`src/rtl/pwm_dbuf_pkg.sv`:
```
package pwm_dbuf_pkg;

   typedef enum logic [1:0] {
      PSC_DIV1   = 2'd0,
      PSC_DIV4   = 2'd1,
      PSC_DIV16A = 2'd2,
      PSC_DIV16B = 2'd3
   } psc_sel_e;

   // Last count value of the prescaler for a given select (divider - 1).
   function automatic int unsigned psc_last(input logic [1:0] sel);
      case (psc_sel_e'(sel))
         PSC_DIV1: return 0;
         PSC_DIV4: return 3;
         default:  return 15;
      endcase
   endfunction

endpackage

```
`src/rtl/pwm_psc.sv`:
```
module pwm_psc #(
   parameter int PSC_W   = 4,
   parameter bit HAS_PSC = 1'b1
) (
   input  logic       clk,
   input  logic       rst_n,
   input  logic       run,
   input  logic [1:0] sel,
   output logic       tick
);
   import pwm_dbuf_pkg::*;

   generate
      if (HAS_PSC) begin : g_psc
         if (PSC_W < 4) begin : g_bad_w
            $error("pwm_psc: PSC_W must be at least 4 to count to 16");
         end
         logic [PSC_W-1:0] cnt_q;
         logic [PSC_W-1:0] last;

         always_comb begin
            last = PSC_W'(psc_last(sel));
            // >= guards against a select change that leaves cnt_q past the new limit
            tick = run && (cnt_q >= last);
         end

         always_ff @(posedge clk or negedge rst_n) begin
            if (!rst_n)             cnt_q <= '0;
            else if (!run || tick)  cnt_q <= '0;
            else                    cnt_q <= cnt_q + 1'b1;
         end
      end else begin : g_nopsc
         logic unused_sel;
         assign unused_sel = ^{sel, clk, rst_n};
         assign tick = run;
      end
   endgenerate

endmodule

```
`src/rtl/pwm_timebase.sv`:
```
module pwm_timebase #(
   parameter int TMR_W  = 8,
   parameter int FINE_W = 2,
   localparam int TB_W  = TMR_W + FINE_W
) (
   input  logic             clk,
   input  logic             rst_n,
   input  logic             run,
   input  logic             tick,
   input  logic [TMR_W-1:0] period,
   output logic [TB_W-1:0]  tb_q,
   output logic [TB_W-1:0]  tb_nxt,
   output logic             roll
);

   logic last_phase;
   logic at_period;

   always_comb begin
      last_phase = &tb_q[FINE_W-1:0];
      at_period  = (tb_q[TB_W-1:FINE_W] == period);
      roll       = tick && last_phase && at_period;
      if (!tick)     tb_nxt = tb_q;
      else if (roll) tb_nxt = '0;
      else           tb_nxt = tb_q + 1'b1;   // fine bits carry into the timer
   end

   always_ff @(posedge clk or negedge rst_n) begin
      if (!rst_n)    tb_q <= '0;
      else if (!run) tb_q <= '0;
      else           tb_q <= tb_nxt;
   end

endmodule

```
`src/rtl/pwm_duty_regs.sv`:
```
module pwm_duty_regs #(
   parameter int HI_W  = 8,
   parameter int LO_W  = 2,
   localparam int D_W  = HI_W + LO_W
) (
   input  logic            clk,
   input  logic            rst_n,
   input  logic [HI_W-1:0] hi_data,
   input  logic            hi_wr,
   input  logic [LO_W-1:0] lo_data,
   input  logic            lo_wr,
   input  logic            commit,
   output logic [D_W-1:0]  master_q,
   output logic [D_W-1:0]  slave_q
);

   always_ff @(posedge clk or negedge rst_n) begin
      if (!rst_n) begin
         master_q <= '0;
      end else begin
         if (hi_wr) master_q[D_W-1:LO_W] <= hi_data;
         if (lo_wr) master_q[LO_W-1:0]   <= lo_data;
      end
   end

   always_ff @(posedge clk or negedge rst_n) begin
      if (!rst_n)      slave_q <= '0;
      else if (commit) slave_q <= master_q;
   end

endmodule

```
`src/rtl/pwm_dbuf_gen.sv`:
```
module pwm_dbuf_gen #(
   parameter int TMR_W   = 8,
   parameter int FINE_W  = 2,
   parameter int PSC_W   = 4,
   parameter bit HAS_PSC = 1'b1,
   localparam int DUTY_W = TMR_W + FINE_W
) (
   input  logic              clk,
   input  logic              rst_n,
   input  logic              en,
   input  logic              dir_out,
   input  logic [1:0]        psc_sel,
   input  logic [TMR_W-1:0]  period,
   input  logic [TMR_W-1:0]  duty_hi,
   input  logic              duty_hi_wr,
   input  logic [FINE_W-1:0] duty_lo,
   input  logic              duty_lo_wr,
   output logic              pwm_out,
   output logic              drive_en,
   output logic [DUTY_W-1:0] slave_duty
);

   generate
      if (TMR_W < 2 || TMR_W > 16) begin : g_bad_tmr
         $error("pwm_dbuf_gen: TMR_W out of range 2..16");
      end
      if (FINE_W != 2) begin : g_bad_fine
         $error("pwm_dbuf_gen: the sub-count must be two bits (four phases)");
      end
   endgenerate

   logic              tick_w;
   logic              roll_w;
   logic [DUTY_W-1:0] tb_w;
   logic [DUTY_W-1:0] tb_nxt_w;
   logic [DUTY_W-1:0] master_w;
   logic              out_q;

   pwm_psc #(
      .PSC_W   (PSC_W),
      .HAS_PSC (HAS_PSC)
   ) u_psc (
      .clk   (clk),
      .rst_n (rst_n),
      .run   (en),
      .sel   (psc_sel),
      .tick  (tick_w)
   );

   pwm_timebase #(
      .TMR_W  (TMR_W),
      .FINE_W (FINE_W)
   ) u_tb (
      .clk    (clk),
      .rst_n  (rst_n),
      .run    (en),
      .tick   (tick_w),
      .period (period),
      .tb_q   (tb_w),
      .tb_nxt (tb_nxt_w),
      .roll   (roll_w)
   );

   pwm_duty_regs #(
      .HI_W (TMR_W),
      .LO_W (FINE_W)
   ) u_duty (
      .clk      (clk),
      .rst_n    (rst_n),
      .hi_data  (duty_hi),
      .hi_wr    (duty_hi_wr),
      .lo_data  (duty_lo),
      .lo_wr    (duty_lo_wr),
      .commit   (roll_w),
      .master_q (master_w),
      .slave_q  (slave_duty)
   );

   // Set at the wrap (unless the new duty is zero), clear when the
   // time base steps onto the committed compare value.
   always_ff @(posedge clk or negedge rst_n) begin
      if (!rst_n)                                 out_q <= 1'b0;
      else if (!en)                               out_q <= 1'b0;
      else if (roll_w)                            out_q <= (master_w != '0);
      else if (tick_w && (tb_nxt_w == slave_duty)) out_q <= 1'b0;
   end

   assign pwm_out  = out_q;
   assign drive_en = en & dir_out;

endmodule

```
`config.mk`:
```
export PLATFORM = sky130hd
export DESIGN_NAME = pwm_dbuf_gen
export DESIGN_NICKNAME = d
export VERILOG_FILES = /design/src/rtl/pwm_dbuf_pkg.sv /design/src/rtl/pwm_psc.sv /design/src/rtl/pwm_timebase.sv /design/src/rtl/pwm_duty_regs.sv /design/src/rtl/pwm_dbuf_gen.sv
export SDC_FILE = /design/constraint.sdc
export NUM_CORES = 1
export LEC_CHECK = 0
export BUFFER_PORTS_ARGS = -buffer_cell sky130_fd_sc_hd__buf_2
export CAP_MARGIN = 20
export CORE_AREA = 2 2 66 68
export DETAILED_ROUTE_END_ITERATION = 12
export DIE_AREA = 0 0 68 70
export PLACE_DENSITY = 0.82
export SYNTH_ARGS = -nofsm -noshare
export SYNTH_HDL_FRONTEND = slang
export SYNTH_HIERARCHICAL = 1
export SYNTH_SLANG_ARGS = --single-unit
```
`constraint.sdc`:
```
create_clock -name clk -period 8.4 [get_ports clk]
set_clock_uncertainty 0.15 [all_clocks]
set_input_delay 2.1 -clock clk [delete_from_list [all_inputs] [get_ports clk]]
set_output_delay 2.1 -clock clk [all_outputs]
set_load 0.02 [all_outputs]
```
==> results of run 1 <==
cells in the mapped netlist (2+ instances only):
cell	instances	area, µm²
xnor2_1	25	219.0
nand4_1	6	37.54
nand2_1	4	15.01
mux2_2	3	33.78
xor2_1	4	35.03
nor2_1	23	86.33
ha_1	6	75.07
inv_1	6	22.52
buf_6	2	22.52
and2_1	3	18.77
nand3_1	5	25.02
dfrtp_1	35	875.8
mux2_4	18	270.3
final timing paths:
path                                      start                    to  slack [ns]
max                                  psc_sel[0]               pwm_out        3.50
min reg2reg                u_psc/g_psc.cnt_q[0]  u_psc/g_psc.cnt_q[0]        0.38
max in group asynchronous                 rst_n     u_duty/slave_q[1]        5.88
max reg2reg                u_psc/g_psc.cnt_q[0]               pwm_out        5.26
min in group asynchronous                 rst_n          u_tb/tb_q[5]        1.73
min                        u_psc/g_psc.cnt_q[0]  u_psc/g_psc.cnt_q[0]        0.38
metal layers:
metal,track usage [%],vias up
met4,6.667,0
met3,5.153,6
met1,21.79,613
li1,-,629
met5,0,-
met2,27.51,43
flip-flops by register name, summed over array words and instances, names as in the netlist:
signal / cells
u_duty/master_q: 10
u_duty/slave_q: 10
u_tb/tb_q: 10
pwm_out: 1
u_psc/g_psc.cnt_q: 4
worst max-delay path, stage by stage:
cell and delay [ns]:
buf_2 0.09, or2_2 0.30, inv_1 0.07, ha_1 0.18
o211ai_1 0.14, o21ai_0 0.15, and2_1 0.34, nand3_1 0.23
nor3_2 0.21, buf_4 0.32, nor2_1 0.11, xnor2_1 0.16
nand4_1 0.11, o311ai_1 0.31, a21boi_1 0.10
where the power goes:
part           switching [µW]  internal (µW)
clock                    60.7           88.2
combinational            17.4           19.5
sequential               6.86            176
kinds of logic after synthesis:
logic type | count (synthesis) | share of synthesized area, %
AOI/OAI and AO/OA | 8 | 4.356
xor gates and xnor gates | 29 | 13.20
adders and majority gates | 6 | 3.901
buffers and inverters | 10 | 2.991
DFF | 35 | 45.51
muxes | 21 | 15.80
and+or+nand+nor | 51 | 14.24
cell usage in the layout, fill, tap and decap left out, types with 3 or more instances in the layout:
cell type  netlist  final
buf_2            1     37
mux2_2           3      3
nand4_1          6      6
clkbuf_8         0      5
nand3_1          5      5
xor2_1           4      4
mux2_4          18     18
inv_1            6      6
dfrtp_1         35     35
ha_1             6      6
nor2_1          23     23
xnor2_1         25     25
nand2_1          4      4
and2_1           3      3
area by class of cell:
type	instances	area share [%]
clock inverters	3	1.938
clock buffers	5	3.045
repair buffers	38	8.527
well taps	52	2.879
flip-flops and latches	35	38.76
inverters	6	0.9967
multi-input cells	115	43.85
stage by stage:
| step | total power [µW] | area [µm²] | utilization (%) |
|---|---|---|---|
| 3_5_place_dp | 223.0 | 2147 | 51.81 |
| 5_1_grt | 388.0 | 2260 | 54.53 |
| 3_3_place_gp | 220.5 | 2147 | 51.81 |
| 2_1_floorplan | 207.5 | 1924 | - |
| 4_1_cts | 373.9 | 2260 | 54.53 |
| 6_report | 368.2 | 2260 | 54.53 |
==> key figures, run 1 <==
Status
  • Status: finished, final reports clean

Setup path
  • Worst-path fanout max: 22
  • CP Launch Type: primary input
  • Crit path required time: 8.42 ns
  • CP arrival: 4.92 ns
  • CP endpoint kind: register
  • Reg2Reg Depth: 13
  • Crit Path Category: in -> reg

Yosys
  • Async SR Flop Fraction: 100.0%
  • Syn. warnings: 6
  • Syn_area_per_cell: 12.03 µm²
  • EDFF count, synth: 0
  • #FFs+latches synth: 35
  • Primary FF master, synth: dfrtp_1
  • Post-synthesis sequential area ratio: 45.51%
  • Synthesized net count: 192
  • Synth cell types: 33
  • Post-Syn Area: 1924 µm²
  • Cell count after synthesis: 160

Run
  • Max-Cap Viols: 0

Detailed routing
  • Vias/cell: 5.083
  • DRT met1 WL: 1651 µm
  • Drt pass-1 iters: 4
  • Remaining DRCs: 0
  • Top routing layer in use: met4
  • Wirelength per Cell: 14.36 µm
  • WL final: 3647 µm
  • WL met2: 1735 µm
  • Vias: 1,291
  • DR WL met3: 198 µm
  • Final ANT Viol Nets: 0
  • Drt first-iter violations: 60

Global routing
  • Overflow after GRT: 0
  • Initial antenna violation count: 0
  • Largest net degree at the start of global routing: 36
  • GRT Total Usage: 17.31%
  • Global-route wire length before repair: 6065 µm
  • Vias in the first global route: 1,336

Final layout
  • Final Non-Filler Cells: 254
  • Antenna diodes: 0
  • Register Area: 875.8 µm²
  • Nets: 233
  • Fill count: 373
  • Ratio of cells with drive above 1 in the final layout: 38.12%
  • Multi-input gate area: 991.0 µm²
  • P&R area growth vs syn: 17.43%

Timing
  • Final Hold Vio Count: 0
  • Period utilisation layout: 58.36%
  • Final setup vio count: 0
  • RSZ-0062 raised after global routing: no
  • Final Max Slew Viols: 0
  • Max_slew headroom: 49.40%
  • Tmin final: 4.902 ns
  • Setup TNS: 0 ns
  • Worst hold margin: 0.3825 ns
  • Fmax: 204.0 MHz
  • Slew at the pin closest to its max-slew limit: 0.7591 ns
  • Setup ws final: 3.498 ns

Clock network
  • CTS tree: built
  • H-tree Lvls: 2
  • Clock Tree Buf Depth: 2
  • Number of setup buffers added after CTS: 0
  • Root buf cell: clkbuf_8
  • Post-cts resize count: 0
  • Clock transition at path regs: 0.07 ns
  • Worst-Skew Late Latency: 0.29 ns
  • Hold Buf Count CTS: 0
  • Number of CTS-inserted buffers: 5
  • Clk sinks: 35

Placed design
  • Final GP Congestion: 0.9263
  • Inst Count DP: 246
  • Hpwl dp: 2729 µm
  • Pre-CTS setup slack: 3.195 ns
  • Port Buffer Count: 37

Die
  • Die area: 4760 µm²
  • Die H: 70 µm
  • Chip width: 68 µm
  • Core box area: 4144 µm²
  • Row count: 24
  • I/O pins: 38
  • Initial Util: 46.44%

Pwr
  • Leakage: 0.001069 µW
  • Max IR drop VDD: 88.23 µV
  • P per Cell Area: 162.9 nW/µm²

Worst hold path
  • Worst hold path type: reg -> reg
  • Hold Path Cell Cnt: 1
Power figures use the tool's default switching activity.
==> run 2, diff against run 1 <==
- PLACE_DENSITY: 0.82 -> 0.84
- clock period: 8.4 -> 3.9 ns (I/O delays scaled with it)
==> run 2 against run 1 <==
  * Setup slack worse by 3.1 ns
  * Critical endpoint unchanged
  * Sequential cell count unchanged
  * Largest power group unchanged
  * Highest routed layer unchanged
  * Power up 120%
  * Worst hold slack worse by 0.040 ns
==> key figures, run 2 (synthesis gave the netlist of run 1 again) <==
Timing
  • Fmax: 289.4 MHz
  • RSZ-0062 raised after global routing: no
  • Slew at the pin closest to its max-slew limit: 0.7537 ns (-0.005409 ns)
  • Period utilisation layout: 88.60%
  • Final Hold Vio Count: 0 (unchanged)
  • Tmin final: 3.456 ns
  • Max_slew headroom: 49.76% (+0.36 points)
  • Setup TNS: 0 ns (unchanged)
  • Final Max Slew Viols: 0 (unchanged)
  • Final setup vio count: 0 (unchanged)

Die
  • Row count: 24 (unchanged)
  • Initial Util: 46.44% (unchanged)
  • Die area: 4760 µm² (unchanged)
  • Die H: 70 µm (unchanged)
  • I/O pins: 38 (unchanged)
  • Chip width: 68 µm (unchanged)
  • Core box area: 4144 µm² (unchanged)

Setup path
  • Critical path depth in cells: 15 (unchanged)
  • Crit path required time: 3.93 ns (-4.49 ns)
  • CP Launch Type: primary input
  • Critical-path cell list: buf_2 > or2_2 > inv_1 > ha_1 > o211ai_1 > o21ai_0 > and2_1 > nand3_1 > nor3_2 > buf_4 > nor2_1 > xnor2_1 > nand4_1 > o311ai_1 > a21boi_1
  • CP top delay family: simple AND/OR/NAND/NOR gates
  • Crit Path Category: in -> reg
  • Worst path bufs/invs: 3 (unchanged)
  • Slowest stage delay, CP: 0.30 ns (-0.04 ns)
  • CP max stage cell: or2_2
  • Worst-path fanout max: 12 (-45%)
  • Reg2Reg Depth: 12 (-1)
  • CP arrival: 3.48 ns (-1.44 ns)
  • CP endpoint kind: register

Placed design
  • Port Buffer Count: 37 (unchanged)
  • Post-Place Cell Area: 2162 µm² (+0.70%)
  • Hpwl dp: 2706 µm (-0.83%)
  • Final GP Congestion: 0.8740 (-5.6%)

Clock network
  • H-tree Lvls: 2 (unchanged)
  • Clock Tree Buf Depth: 2 (unchanged)
  • Number of CTS-inserted buffers: 5 (unchanged)
  • Hold Buf Count CTS: 0 (unchanged)
  • Number of setup buffers added after CTS: 0 (unchanged)
  • CTS tree: built
  • Clock transition at path regs: 0.07 ns (about the same)
  • Worst-Skew Late Latency: 0.29 ns (about the same)
  • Post-cts resize count: 0 (unchanged)
  • Clk sinks: 35 (unchanged)
  • Root buf cell: clkbuf_8

Detailed routing
  • Vias: 1,324 (+2.6%)
  • Remaining DRCs: 0 (unchanged)
  • WL final: 3566 µm (-2.2%)
  • Drt pass-1 iters: 4 (unchanged)
  • Final ANT Viol Nets: 0 (unchanged)
  • Wirelength per Cell: 13.93 µm (-3.0%)
  • Vias/cell: 5.172 (+1.8%)
  • Drt first-iter violations: 63 (+5.0%)

Global routing
  • GRT Total Usage: 17.45% (+0.15 points)
  • Overflow after GRT: 0 (unchanged)
  • Global-route wire length before repair: 6168 µm (+1.7%)
  • Vias in the first global route: 1,341 (+0.37%)
  • Initial antenna violation count: 0 (unchanged)
  • Largest net degree at the start of global routing: 36 (unchanged)

Final layout
  • Multi-input gate area: 991.0 µm² (unchanged)
  • Most common cell after layout, fill and taps aside: buf_2
  • P&R area growth vs syn: 18.47%
  • Final instance area: 2280 µm² (+0.89%)
  • Biggest regs: u_duty/master_q: 10 flops, u_duty/slave_q: 10 flops, u_tb/tb_q: 10 flops
  • Fill count: 368 (-1.3%)
  • Commonest non-fill, non-tap cells in the layout: 37 x buf_2, 35 x dfrtp_1, 25 x xnor2_1, 23 x nor2_1, 18 x mux2_4
  • Nets: 235 (+0.86%)
  • Antenna diodes: 0 (unchanged)
  • Ratio of cells with drive above 1 in the final layout: 38.73% (+0.61 points)
  • Register Area: 875.8 µm² (unchanged)

Pwr
  • Leakage: 0.001083 µW (+1.3%)
  • Total power: 811.8 µW (+120%)
  • P per Cell Area: 356.1 nW/µm² (+120%)
  • Max IR drop VDD: 223.4 µV (+150%)

Run
  • Max-Cap Viols: 0 (unchanged)

Worst hold path
  • Worst hold path type: reg -> reg
  • Hold Path Cell Cnt: 1 (unchanged)

Status
  • Status: finished, final reports clean
## run 2: changes by cell type in the layout (fill, tap and decap cells not counted)
cell,change
buf_4,+2
clkbuf_8,+1
clkinv_4,-1
## run 2: worst paths after layout
check / startpoint / to / slack, ns
worst max-delay path: psc_sel[0] / pwm_out / 0.44
worst min-delay path: u_psc/g_psc.cnt_q[0] / u_psc/g_psc.cnt_q[0] / 0.34
worst max register to register: u_psc/g_psc.cnt_q[3] / pwm_out / 1.08
worst min register to register: u_psc/g_psc.cnt_q[0] / u_psc/g_psc.cnt_q[0] / 0.34
max in group asynchronous: rst_n / u_duty/master_q[0] / 2.52
min in group asynchronous: rst_n / u_tb/tb_q[9] / 0.59
## run 2: per-stage QoR
stage          utilization (%)  setup WS, ns  hold slack, ns  instances
6_report                 55.01        0.4445          0.3425        256
5_1_grt                  55.01        0.2221          0.4013        256
4_1_cts                  55.01        0.4274          0.3479        256
3_5_place_dp             52.17        0.1343          0.3387        248
3_3_place_gp             52.17        0.2706          0.3451        248
2_1_floorplan                -        0.3806          0.3017        160
## run 2: power by group
group / internal (µW) / total (µW) / switching, µW
clock network: 207 / 340 / 134
registers: 378 / 393 / 14.6
logic: 42.4 / 78.9 / 36.4
total: 627 / 812 / 185
## run 2: layout make-up
cell class	instances	area share (%)
Multi-Input combinational cell	115	43.47
Clock inverter	2	1.537
Timing Repair Buffer	40	9.111
Clock buffer	6	3.622
Inverter	6	0.9879
Sequential cell	35	38.42
Tap cell	52	2.854
## run 2: layer usage
metal / vias to the layer above / wire [µm] / GRT usage (%)
met3: 6 / 202 / 4.831
li1: 635 / - / -
met5: - / 0 / 0
met2: 40 / 1702 / 26.75
met1: 643 / 1597 / 23.23
met4: 0 / 63 / 6.667
## run 2: worst register-to-register path: cells and delay by family (launching register included)
family | cells | cell delay (ns)
AND/OR/NAND/NOR | 5 | 0.81
flip-flops | 1 | 0.40
AO/OA/AOI/OAI | 4 | 0.68
adder cells (fa/ha/maj) | 1 | 0.31
buffers and inverters | 1 | 0.20
XOR/XNOR | 1 | 0.16
==> run 3, diff against run 2 <==
- ABC_AREA: default -> 1
- CORE_AREA: 2 2 66 68 -> 2 2 68 70
- DIE_AREA: 0 0 68 70 -> 0 0 70 72
- PLACE_DENSITY: 0.84 -> 0.74
==> run 3 against run 2 <==
  * Register-to-register slack got worse by 0.05 ns
  * Final area rose by 4.8%
  * Sequential power barely moved
  * Clock-buffer cell count rose by 2
  * Critical path depth rose by 10
  * Setup slack improved by 0.079 ns
  * Global-route usage rose by 0.28 points
==> key figures, run 3 <==
Die
  • Row count: 24 (unchanged)
  • Die area: 5040 µm² (+5.9%)
  • I/O pins: 38 (unchanged)
  • Core box area: 4264 µm² (+2.9%)
  • Initial Util: 48.62% (+2.2 points)
  • Die H: 72 µm (+2.9%)
  • Chip width: 70 µm (+2.9%)

Global routing
  • Global-route wire length before repair: 7258 µm (+18%)
  • Vias in the first global route: 1,759 (+31%)
  • Overflow after GRT: 0 (unchanged)
  • GRT Total Usage: 17.74% (+0.28 points)
  • Initial antenna violation count: 0 (unchanged)
  • Largest net degree at the start of global routing: 36 (unchanged)

Clock network
  • Post-cts resize count: 0 (unchanged)
  • CTS tree: built
  • Clock transition at path regs: 0.06 ns (about the same)
  • Clock Tree Buf Depth: 2 (unchanged)
  • Number of setup buffers added after CTS: 0 (unchanged)
  • Root buf cell: clkbuf_8
  • Hold Buf Count CTS: 0 (unchanged)
  • H-tree Lvls: 2 (unchanged)
  • Worst-Skew Late Latency: 0.29 ns (about the same)
  • Number of CTS-inserted buffers: 5 (unchanged)
  • Clk sinks: 35 (unchanged)

Detailed routing
  • Drt first-iter violations: 74 (+17%)
  • Remaining DRCs: 0 (unchanged)
  • Vias/cell: 4.712 (-8.9%)
  • Vias: 1,814 (+37%)
  • Drt pass-1 iters: 6 (+2)
  • WL final: 4049 µm (+14%)
  • Wirelength per Cell: 10.52 µm (-25%)
  • Final ANT Viol Nets: 0 (unchanged)

Setup path
  • Crit Reg-Reg Startpoint: u_psc/g_psc.cnt_q[3]
  • FF-to-FF End: pwm_out
  • Reg2Reg Depth: 22 (+10)
  • CP Launch Type: primary input
  • CP endpoint kind: register
  • Crit Path Category: in -> reg
  • Crit path required time: 3.92 ns (about the same)
  • Slowest stage delay, CP: 0.28 ns (-0.02 ns)
  • CP arrival: 3.40 ns (-0.08 ns)
  • Worst-path fanout max: 22 (+10)
  • Worst R2R Setup Slack: 1.03 ns (-0.05 ns)
  • CP max stage cell: inv_2
  • Most used cell, CP: nand2_1

Final layout
  • P&R area growth vs syn: 15.27%
  • Most common cell after layout, fill and taps aside: nand2_1
  • Nets: 364 (+55%)
  • Antenna diodes: 0 (unchanged)
  • Final Non-Filler Cells: 385 (+50%)
  • Biggest regs: u_duty/master_q: 10 flops, u_duty/slave_q: 10 flops, u_tb/tb_q: 10 flops
  • Ratio of cells with drive above 1 in the final layout: 18.02% (-21 points)
  • Fill count: 413 (+12%)
  • Commonest non-fill, non-tap cells in the layout: 117 x nand2_1, 42 x inv_1, 37 x buf_2, 35 x dfrtp_1, 30 x nor2_1

Timing
  • Max_slew headroom: 49.84% (+0.082 points)
  • Period utilisation layout: 86.58% (-2.0 points)
  • Tmin final: 3.377 ns (-0.07896 ns)
  • Final setup vio count: 0 (unchanged)
  • Fmax: 296.2 MHz (+2.3%)
  • Setup TNS: 0 ns (unchanged)
  • Final Max Slew Viols: 0 (unchanged)
  • RSZ-0062 raised after global routing: no
  • Final Hold Vio Count: 0 (unchanged)
  • Slew at the pin closest to its max-slew limit: 0.7524 ns (-0.001227 ns)

Yosys
  • Cell count after synthesis: 291 (+82%)
  • Most frequent cell after synthesis: nand2_1
  • Syn. warnings: 6 (unchanged)
  • Primary FF master, synth: dfrtp_1
  • Post-Syn Area: 2073 µm² (+7.7%)
  • #FFs+latches synth: 35 (unchanged)
  • EDFF count, synth: 0 (unchanged)
  • Post-synthesis sequential area ratio: 42.25% (-3.3 points)
  • Syn_area_per_cell: 7.125 µm² (-41%)
  • Area leader, netlist: dfrtp_1
  • Synth top area cells: dfrtp_1 42%, nand2_1 21%, inv_1 7.6%
  • Top cells by count, synth: 117 x nand2_1, 42 x inv_1, 35 x dfrtp_1
  • Synth cell types: 25 (-24%)
  • Synthesized net count: 323 (+68%)
  • Async SR Flop Fraction: 100.0% (unchanged)
  • Synth top area share: 42.25% (-3.3 points)

Pwr
  • P per Cell Area: 317.8 nW/µm² (-11%)
  • Leakage: 0.001385 µW (+28%)
  • Max IR drop VDD: 246.2 µV (+10%)

Placed design
  • Hpwl dp: 3118 µm (+15%)
  • Inst Count DP: 377 (+52%)
  • Final GP Congestion: 0.8230 (-5.8%)
  • Port Buffer Count: 37 (unchanged)

Worst hold path
  • Hold path start: u_psc/g_psc.cnt_q[0]
  • Worst hold path type: reg -> reg
  • Worst Hold End: u_psc/g_psc.cnt_q[0]
  • Hold Path Cell Cnt: 1 (unchanged)

Run
  • Max-Cap Viols: 0 (unchanged)

Status
  • Status: finished, final reports clean
## run 3: cell count changes in the layout (fill, tap and decap cells not counted), sizes merged, moves of 3 or more
cell / before / now
nand2: 4 / 121
inv: 6 / 46
mux2: 21 / 0
xnor2: 25 / 4
nor2: 24 / 33
nand3: 5 / 13
nor3: 2 / 7
xor2: 4 / 9
nand4: 7 / 3
a21oi: 1 / 4
and2: 3 / 0
## run 3: how the worst max path moves through the flow
stage | endpoint | cells after the start | slack (ns) | startpoint
3_3_place_gp | pwm_out | 25 | 0.35 | psc_sel[0]
6_report | pwm_out | 25 | 0.52 | psc_sel[0]
3_5_place_dp | pwm_out | 25 | 0.22 | psc_sel[0]
4_1_cts | pwm_out | 25 | 0.52 | psc_sel[0]
2_1_floorplan | pwm_out | 23 | 0.70 | psc_sel[0]
5_1_grt | pwm_out | 25 | 0.19 | psc_sel[0]
## run 3: worst max-delay path: cells and delay by family
| family | cells | cell delay, ns |
|---|---|---|
| simple gates | 19 | 1.50 |
| buf+inv | 5 | 0.64 |
| fa+ha+maj | 1 | 0.27 |
## run 3: kinds of logic (layout without fill, tap and decap cells)
group / after synthesis / count (layout) / synth area share, %
AO/OA/AOI/OAI: 6 / 6 / 1.750
XOR/XNOR: 13 / 13 / 5.492
adder cells (fa/ha/maj): 6 / 6 / 3.621
buffers and inverters: 51 / 93 / 10.62
flip-flops: 35 / 35 / 42.25
AND/OR/NAND/NOR: 180 / 180 / 36.27
## run 3: area by class of cell
class	instances	area, µm²	area share (%)
sequential	35	875.8	36.65
multi-input combinational	205	977.2	40.89
timing repair buffer	38	192.7	8.063
inverter	47	178.9	7.487
tap	52	65.06	2.723
clock buffer	8	100.1	4.188
## run 3: metrics by stage
stage	total power, µW	hold WS, ns	utilization (%)	worst slack, ns	area, µm²
global route	805.0	0.3749	56.04	0.1922	2390
floorplan	448.7	0.3000	-	0.6998	2073
CTS	769.0	0.3494	56.04	0.5168	2390
finish	759.5	0.3442	56.04	0.5234	2390
detailed placement	483.2	0.3354	53.70	0.2151	2290
global placement	479.0	0.3228	53.70	0.3486	2290
## run 3: routing by layer
metal	vias up	part of all wire (%)	track usage (%)
met5	-	0	0
met4	0	1.0	5.128
met3	4	3.9	4.444
met2	29	50	31.75
met1	826	45	21.33
li1	955	-	-
## run 3: power by group
group | switching (µW) | leakage, µW | internal (µW)
logic | 50.8 | 0.000864 | 34.1
clock network | 123 | 0.0000515 | 161
registers | 13.1 | 0.000469 | 378
